--- config.mk ---
export PLATFORM = sky130hd
export DESIGN_NAME = twr_slave
export DESIGN_NICKNAME = d
export VERILOG_FILES = /design/src/rtl/twr_pkg.sv /design/src/rtl/twr_line_sync.sv /design/src/rtl/twr_regspace.sv /design/src/rtl/twr_slave.sv
export SDC_FILE = /design/constraint.sdc
export NUM_CORES = 1
export LEC_CHECK = 0
export BUFFER_PORTS_ARGS = -buffer_cell sky130_fd_sc_hd__buf_2
export CAP_MARGIN = 20
export CORE_UTILIZATION = 63
export DETAILED_ROUTE_END_ITERATION = 6
export PLACE_DENSITY = 0.92
export SLEW_MARGIN = 10
export SYNTH_ARGS = -nofsm -noshare
export SYNTH_HDL_FRONTEND = slang
export SYNTH_SLANG_ARGS = --single-unit
--- constraint.sdc ---
create_clock -name clk -period 3.7 [get_ports clk]
set_input_delay 0.185 -clock clk [delete_from_list [all_inputs] [get_ports clk]]
set_output_delay 0.185 -clock clk [all_outputs]
set_load 0.01 [all_outputs]
--- src/rtl/twr_pkg.sv ---
package twr_pkg;
    typedef enum logic [3:0] {
        ST_IDLE,
        ST_ADDR,
        ST_ADDR_ACK,
        ST_WR_BYTE,
        ST_WR_ACK,
        ST_RD_BYTE,
        ST_RD_ACK,
        ST_SKIP,
        ST_HALT
    } twr_state_t;
endpackage

--- src/rtl/twr_line_sync.sv ---
module twr_line_sync #(
    parameter int STAGES = 2
) (
    input  logic clk,
    input  logic rst_n,
    input  logic scl_in,
    input  logic sda_in,
    output logic sda_s,
    output logic scl_rise,
    output logic scl_fall,
    output logic start_cond,
    output logic stop_cond
);
    // [STAGES-1] is the synchronized level, [STAGES] the previous one
    logic [STAGES:0] scl_p;
    logic [STAGES:0] sda_p;
    logic scl_s, scl_q, sda_q;

    always_ff @(posedge clk or negedge rst_n) begin
        if (!rst_n) begin
            scl_p <= '1;
            sda_p <= '1;
        end else begin
            scl_p <= {scl_p[STAGES-1:0], scl_in};
            sda_p <= {sda_p[STAGES-1:0], sda_in};
        end
    end

    assign scl_s      = scl_p[STAGES-1];
    assign scl_q      = scl_p[STAGES];
    assign sda_s      = sda_p[STAGES-1];
    assign sda_q      = sda_p[STAGES];
    assign scl_rise   = scl_s & ~scl_q;
    assign scl_fall   = ~scl_s & scl_q;
    assign start_cond = scl_s & scl_q & sda_q & ~sda_s;
    assign stop_cond  = scl_s & scl_q & ~sda_q & sda_s;
endmodule

--- src/rtl/twr_regspace.sv ---
module twr_regspace #(
    parameter int SPACE_BYTES = 64,
    parameter int CAL_BYTES   = 8,
    localparam int AW = $clog2(SPACE_BYTES),
    localparam int CW = $clog2(CAL_BYTES)
) (
    input  logic          clk,
    input  logic [AW-1:0] addr,
    input  logic [7:0]    wdata,
    input  logic          we,
    output logic [7:0]    rdata,
    output logic [CW-1:0] cal_addr,
    output logic [7:0]    cal_wdata,
    output logic          cal_we,
    input  logic [7:0]    cal_rdata
);
    localparam int RAM_N = SPACE_BYTES - CAL_BYTES;

    logic [7:0]    ram [RAM_N];
    logic          in_cal;
    logic [AW-1:0] ram_idx;

    assign in_cal  = addr < AW'(CAL_BYTES);
    assign ram_idx = in_cal ? '0 : addr - AW'(CAL_BYTES);

    always_ff @(posedge clk) begin
        if (we && !in_cal) ram[ram_idx] <= wdata;
    end

    assign rdata     = in_cal ? cal_rdata : ram[ram_idx];
    assign cal_addr  = addr[CW-1:0];
    assign cal_wdata = wdata;
    assign cal_we    = we && in_cal;
endmodule

--- src/rtl/twr_slave.sv ---
module twr_slave
    import twr_pkg::*;
#(
    parameter logic [6:0] DEV_ADDR    = 7'b1101000,
    parameter int         SPACE_BYTES = 64,
    parameter int         CAL_BYTES   = 8,
    parameter int         SYNC_STAGES = 2,
    localparam int PW = $clog2(SPACE_BYTES),
    localparam int CW = $clog2(CAL_BYTES)
) (
    input  logic          clk,
    input  logic          rst_n,
    input  logic          pwr_fail,
    input  logic          scl_in,
    input  logic          sda_in,
    output logic          sda_oe,
    output logic [CW-1:0] cal_addr,
    output logic [7:0]    cal_wdata,
    output logic          cal_we,
    input  logic [7:0]    cal_rdata
);
    twr_state_t    state, state_nx;
    logic          sda_s, scl_rise, scl_fall, start_cond, stop_cond;
    logic [7:0]    shreg, txbyte, rd_byte;
    logic [3:0]    bitcnt;
    logic [PW-1:0] ptr;
    logic          rw, ptr_load, mack, wr_en, byte_in_done;

    twr_line_sync #(.STAGES(SYNC_STAGES)) u_sync (
        .clk(clk), .rst_n(rst_n), .scl_in(scl_in), .sda_in(sda_in),
        .sda_s(sda_s), .scl_rise(scl_rise), .scl_fall(scl_fall),
        .start_cond(start_cond), .stop_cond(stop_cond)
    );

    twr_regspace #(.SPACE_BYTES(SPACE_BYTES), .CAL_BYTES(CAL_BYTES)) u_space (
        .clk(clk), .addr(ptr), .wdata(shreg), .we(wr_en), .rdata(rd_byte),
        .cal_addr(cal_addr), .cal_wdata(cal_wdata), .cal_we(cal_we),
        .cal_rdata(cal_rdata)
    );

    assign byte_in_done = scl_fall && (bitcnt == 4'd8);

    // next-state logic
    always_comb begin
        state_nx = state;
        if (pwr_fail)                state_nx = ST_HALT;
        else if (state == ST_HALT)   state_nx = ST_IDLE;
        else if (start_cond)         state_nx = ST_ADDR;
        else if (stop_cond)          state_nx = ST_IDLE;
        else begin
            unique case (state)
                ST_ADDR:     if (byte_in_done)
                                 state_nx = (shreg[7:1] == DEV_ADDR) ? ST_ADDR_ACK : ST_SKIP;
                ST_ADDR_ACK: if (scl_fall) state_nx = rw ? ST_RD_BYTE : ST_WR_BYTE;
                ST_WR_BYTE:  if (byte_in_done) state_nx = ST_WR_ACK;
                ST_WR_ACK:   if (scl_fall) state_nx = ST_WR_BYTE;
                ST_RD_BYTE:  if (scl_fall && bitcnt == 4'd7) state_nx = ST_RD_ACK;
                ST_RD_ACK:   if (scl_fall) state_nx = mack ? ST_RD_BYTE : ST_SKIP;
                ST_IDLE, ST_SKIP, ST_HALT: state_nx = state;
            endcase
        end
    end

    // state register
    always_ff @(posedge clk or negedge rst_n) begin
        if (!rst_n) state <= ST_IDLE;
        else        state <= state_nx;
    end

    // datapath registers
    always_ff @(posedge clk or negedge rst_n) begin
        if (!rst_n) begin
            shreg <= '0; txbyte <= '0; bitcnt <= '0; ptr <= '0;
            rw <= 1'b0; ptr_load <= 1'b0; mack <= 1'b0;
        end else if (pwr_fail) begin
            ptr    <= '0;
            bitcnt <= '0;
        end else if (start_cond) begin
            bitcnt <= '0;
        end else begin
            unique case (state)
                ST_ADDR, ST_WR_BYTE: begin
                    if (scl_rise) begin
                        shreg  <= {shreg[6:0], sda_s};
                        bitcnt <= bitcnt + 4'd1;
                    end
                    if (byte_in_done) begin
                        if (state == ST_ADDR) begin
                            rw       <= shreg[0];
                            ptr_load <= 1'b1;
                        end else begin
                            ptr      <= ptr_load ? shreg[PW-1:0] : ptr + 1'b1;
                            ptr_load <= 1'b0;
                        end
                    end
                end
                ST_ADDR_ACK, ST_WR_ACK: if (scl_fall) begin
                    bitcnt <= '0;
                    txbyte <= rd_byte;
                end
                ST_RD_BYTE: if (scl_fall) begin
                    txbyte <= {txbyte[6:0], 1'b0};
                    bitcnt <= bitcnt + 4'd1;
                    if (bitcnt == 4'd7) ptr <= ptr + 1'b1;
                end
                ST_RD_ACK: begin
                    if (scl_rise) mack <= ~sda_s;
                    if (scl_fall) begin
                        txbyte <= rd_byte;
                        bitcnt <= '0;
                    end
                end
                ST_IDLE, ST_SKIP, ST_HALT: ;
            endcase
        end
    end

    // outputs
    always_comb begin
        sda_oe = 1'b0;
        wr_en  = 1'b0;
        unique case (state)
            ST_ADDR_ACK, ST_WR_ACK: sda_oe = 1'b1;
            ST_RD_BYTE:             sda_oe = ~txbyte[7];
            ST_WR_BYTE:             wr_en  = byte_in_done && !ptr_load && !pwr_fail;
            ST_IDLE, ST_ADDR, ST_RD_ACK, ST_SKIP, ST_HALT: ;
        endcase
    end

    assert_pf_clears_R7: assert property (@(posedge clk) disable iff (!rst_n)
        $past(pwr_fail) |-> (ptr == '0 && !sda_oe));

    assert_ptr_step_R5: assert property (@(posedge clk) disable iff (!rst_n)
        (ptr != $past(ptr)) |-> ($past(pwr_fail) || $past(ptr_load) ||
                                 ptr == PW'($past(ptr) + 1'b1)));

    assert_quiet_line_R8: assert property (@(posedge clk) disable iff (!rst_n)
        (state == ST_IDLE || state == ST_SKIP || state == ST_HALT) |-> !sda_oe);

    assert_stop_idles_R6: assert property (@(posedge clk) disable iff (!rst_n)
        (stop_cond && state != ST_HALT) |=> (state == ST_IDLE || state == ST_HALT));

    assert_nack_ends_R4: assert property (@(posedge clk) disable iff (!rst_n)
        (state == ST_RD_ACK && scl_fall && !mack && !pwr_fail && !start_cond && !stop_cond)
            |=> (state == ST_SKIP || state == ST_HALT));

    assert_skip_no_write_R1: assert property (@(posedge clk) disable iff (!rst_n)
        (state == ST_SKIP) |-> !cal_we);
endmodule

==> reports/metrics.cfg <==
[grt]
grt_max_degree = 61
grt_pass1_vias = 13300
grt_overflow = 0
grt_pass1_wl_um = 86300
grt_use_total = 0.366
antenna_found_initial = 1

[floorplan]
start_util = 0.640
dieArea_mm2 = 0.0328
pin_count = 26
die_height_um = 181
core_mm2 = 0.0316
row_count = 65
chipWidth_um = 181

[pwr]
p_seq_frac = 0.528
p_sw_frac = 0.219
p_comb_frac = 0.056
ir_drop_uv = 440
p_int_uw = 9350
power_switching_uw = 2620
clkPwrFrac = 0.416
total_power_uw = 12000
leakage_uw = 0.00790
power-per-cell-area_mw_per_mm2 = 520

[logic_synthesis]
yosys-top-cells-area = edfxtp_1, mux2i_1, dfrtp_1
synth_top_area_frac = 0.667
ys_seq_area_frac = 0.715
synth_cell_types = 79
yosys-top-cells-count = edfxtp_1, nor2_1, mux2i_1
synth_area_per_cell_um2 = 15.3
yosysWarnings = 0
synth_edf_count = 448
synth_cells = 1322
ys_seq_elements = 487
ys.flop_type = edfxtp_1
async_flop_share = 0.0801
syn-num-nets = 1340
synth_top_area_cell = edfxtp_1
synth_most_common_cell = edfxtp_1
netlist_area_mm2 = 0.0202

[clock_network]
clock_latency_ns = 0.57
clock_path_buffers = 3
cts_tree = built
cts.repair.resized = 0
root_buffer = clkbuf_16
numCtsBuffers = 46
clkSinkCount = 487
cts.clk_slew.worst_paths_ns = 0.07
cts_max_level = 2

[cells_and_area]
n_fill_cell = 1861
register_area_mm2 = 0.0145
antennaDiodeCount = 0
fin_nets = 1461
area_delta_synth_final_pct = 14.1
multi_input_comb_area_mm2 = 0.00527
layout-drive-gt1-share = 0.205

[min_path]
hold_depth = 4
hold_path_class = in -> reg

[detailed_routing]
drt-wirelength-per-cell_um = 31.7
final_antenna_net_count = 0
vias = 13600
post_drt_via_cell_ratio = 7.25
totalWireLength_um = 59700
drt_first_pass_iters = 7
drt_iter0_drc = 2517
drcViolationCount = 1

[placed_design]
io_buffers = 25
place.gp.congestion = 1.13
hpwl_um = 38100

[outcome]
violations = design-rule violations
status = finished, violations left

[worst_setup_path]
startpoint_type = flop
required_ns = 4.13
r2r_cells = 9
cp-end-kind = flop
crit_type = reg -> reg
worstPathArrival_ns = 3.86
path_max_fanout = 32

[timing]
slew_headroom = 0.309
fmaxAchievable_mhz = 291
maxSlewViolCount = 0
rsz0062_at_grt = no
final-setup-viol-count = 0
finClkSkew_ns = 0.0288
hold_violations = 0
tightest_slew_ns = 1.04
period_share = 0.929
period_minus_slack_ns = 3.44
tns_ns = 0

[run]
drv_cap = 0

## flip-flops by register name (all words and copies together) (netlist names)
name,flops
u_sync.scl_p,3
state,4
txbyte,8
ptr_load,1
ptr,6
u_sync.sda_p,3
rw,1
u_space.ram,448
shreg,8
mack,1
bitcnt,4
## final timing paths
kind | start | end | slack, ns
setup / recovery | ptr[3] | txbyte[5] | 0.26
hold / removal | cal_rdata[6] | txbyte[6] | 0.11
setup reg to reg | ptr[3] | txbyte[5] | 0.26
hold reg to reg | u_sync.sda_p[0] | u_sync.sda_p[1] | 0.36
max in group asynchronous | rst_n | ptr[0] | 2.65
min in group asynchronous | rst_n | txbyte[3] | 0.31
## layout make-up
cell class | instances | area share
sequential | 487 | 0.627
multi-input combinational | 737 | 0.229
clock buffer | 57 | 0.0527
timing repair buffer | 154 | 0.0496
tap | 402 | 0.0218
clock inverter | 29 | 0.0168
inverter | 17 | 0.00277
## routing by layer
| layer | track usage | share of wire |
|---|---|---|
| met1 | 0.482 | 0.35 |
| met3 | 0.126 | 0.15 |
| met4 | 0.159 | 0.058 |
| met5 | 0.0296 | 0.0025 |
| met2 | 0.557 | 0.44 |
## per-stage QoR
step / hold WS, ns / cells / area (um^2) / setup slack [ns] / utilization
after detailed placement: 0.292 / 1792 / 21400 / 0.427 / 0.678
after floorplan: -0.111 / 1322 / 20200 / 0.980 / -
after global placement: 0.294 / 1792 / 21400 / 0.412 / 0.678
after global routing: 0.0983 / 1883 / 23000 / 0.186 / 0.730
final: 0.108 / 1883 / 23000 / 0.263 / 0.730
after CTS: 0.0860 / 1883 / 23000 / 0.395 / 0.730
## power groups by stage
stage / Combinational, uW / Sequential [uW] / Clock [uW]
floorplan: 339 / 6400 / 0
global placement: 616 / 6420 / 0
detailed placement: 643 / 6430 / 0
CTS: 652 / 6310 / 4990
global route: 691 / 6320 / 5200
finish: 674 / 6320 / 4980
## worst max-delay path, cell delays in order (launching register included)
cell,delay [ns]
dfrtp_1,0.58
buf_4,0.27
nor3_4,0.56
buf_12,0.30
nor2_1,0.08
buf_4,0.22
a221oi_1,0.36
o21ai_0,0.29
and3_1,0.25
o41a_1,0.38
## cell families after synthesis
group	synth area share
flip-flops	0.715
AO/OA/AOI/OAI	0.108
AND/OR/NAND/NOR	0.0693
multiplexers	0.0790
buffers and inverters	0.0242
adder cells (fa/ha/maj)	0.00310
XOR/XNOR	0.000868
## repair_timing
item                                   in CTS  in global routing
endpoints found under the hold margin      37                  0
setup buffers                               0                  0
hold buffers                                5                  0
## layout by cell type, fill, tap and decap left out, types with 10 or more instances in the layout
| cell type | count |
|---|---|
| nor2b_1 | 10 |
| inv_1 | 16 |
| a22oi_1 | 15 |
| o21ai_0 | 40 |
| clkbuf_16 | 47 |
| a211oi_1 | 15 |
| nor2_1 | 110 |
| nor3_1 | 22 |
| dfrtp_2 | 10 |
| o22ai_1 | 30 |
| a221o_1 | 10 |
| dfrtp_1 | 22 |
| buf_2 | 25 |
| nand2_1 | 68 |
| buf_4 | 121 |
| clkbuf_1 | 10 |
| edfxtp_1 | 448 |
| nand2b_1 | 14 |
| o2bb2ai_1 | 10 |
| a221oi_1 | 21 |
| nand3_1 | 25 |
| mux2_2 | 32 |
| mux2i_1 | 85 |
| a31oi_1 | 15 |
| mux4_2 | 17 |
| a21oi_1 | 49 |
Power figures use the tool's default switching activity.
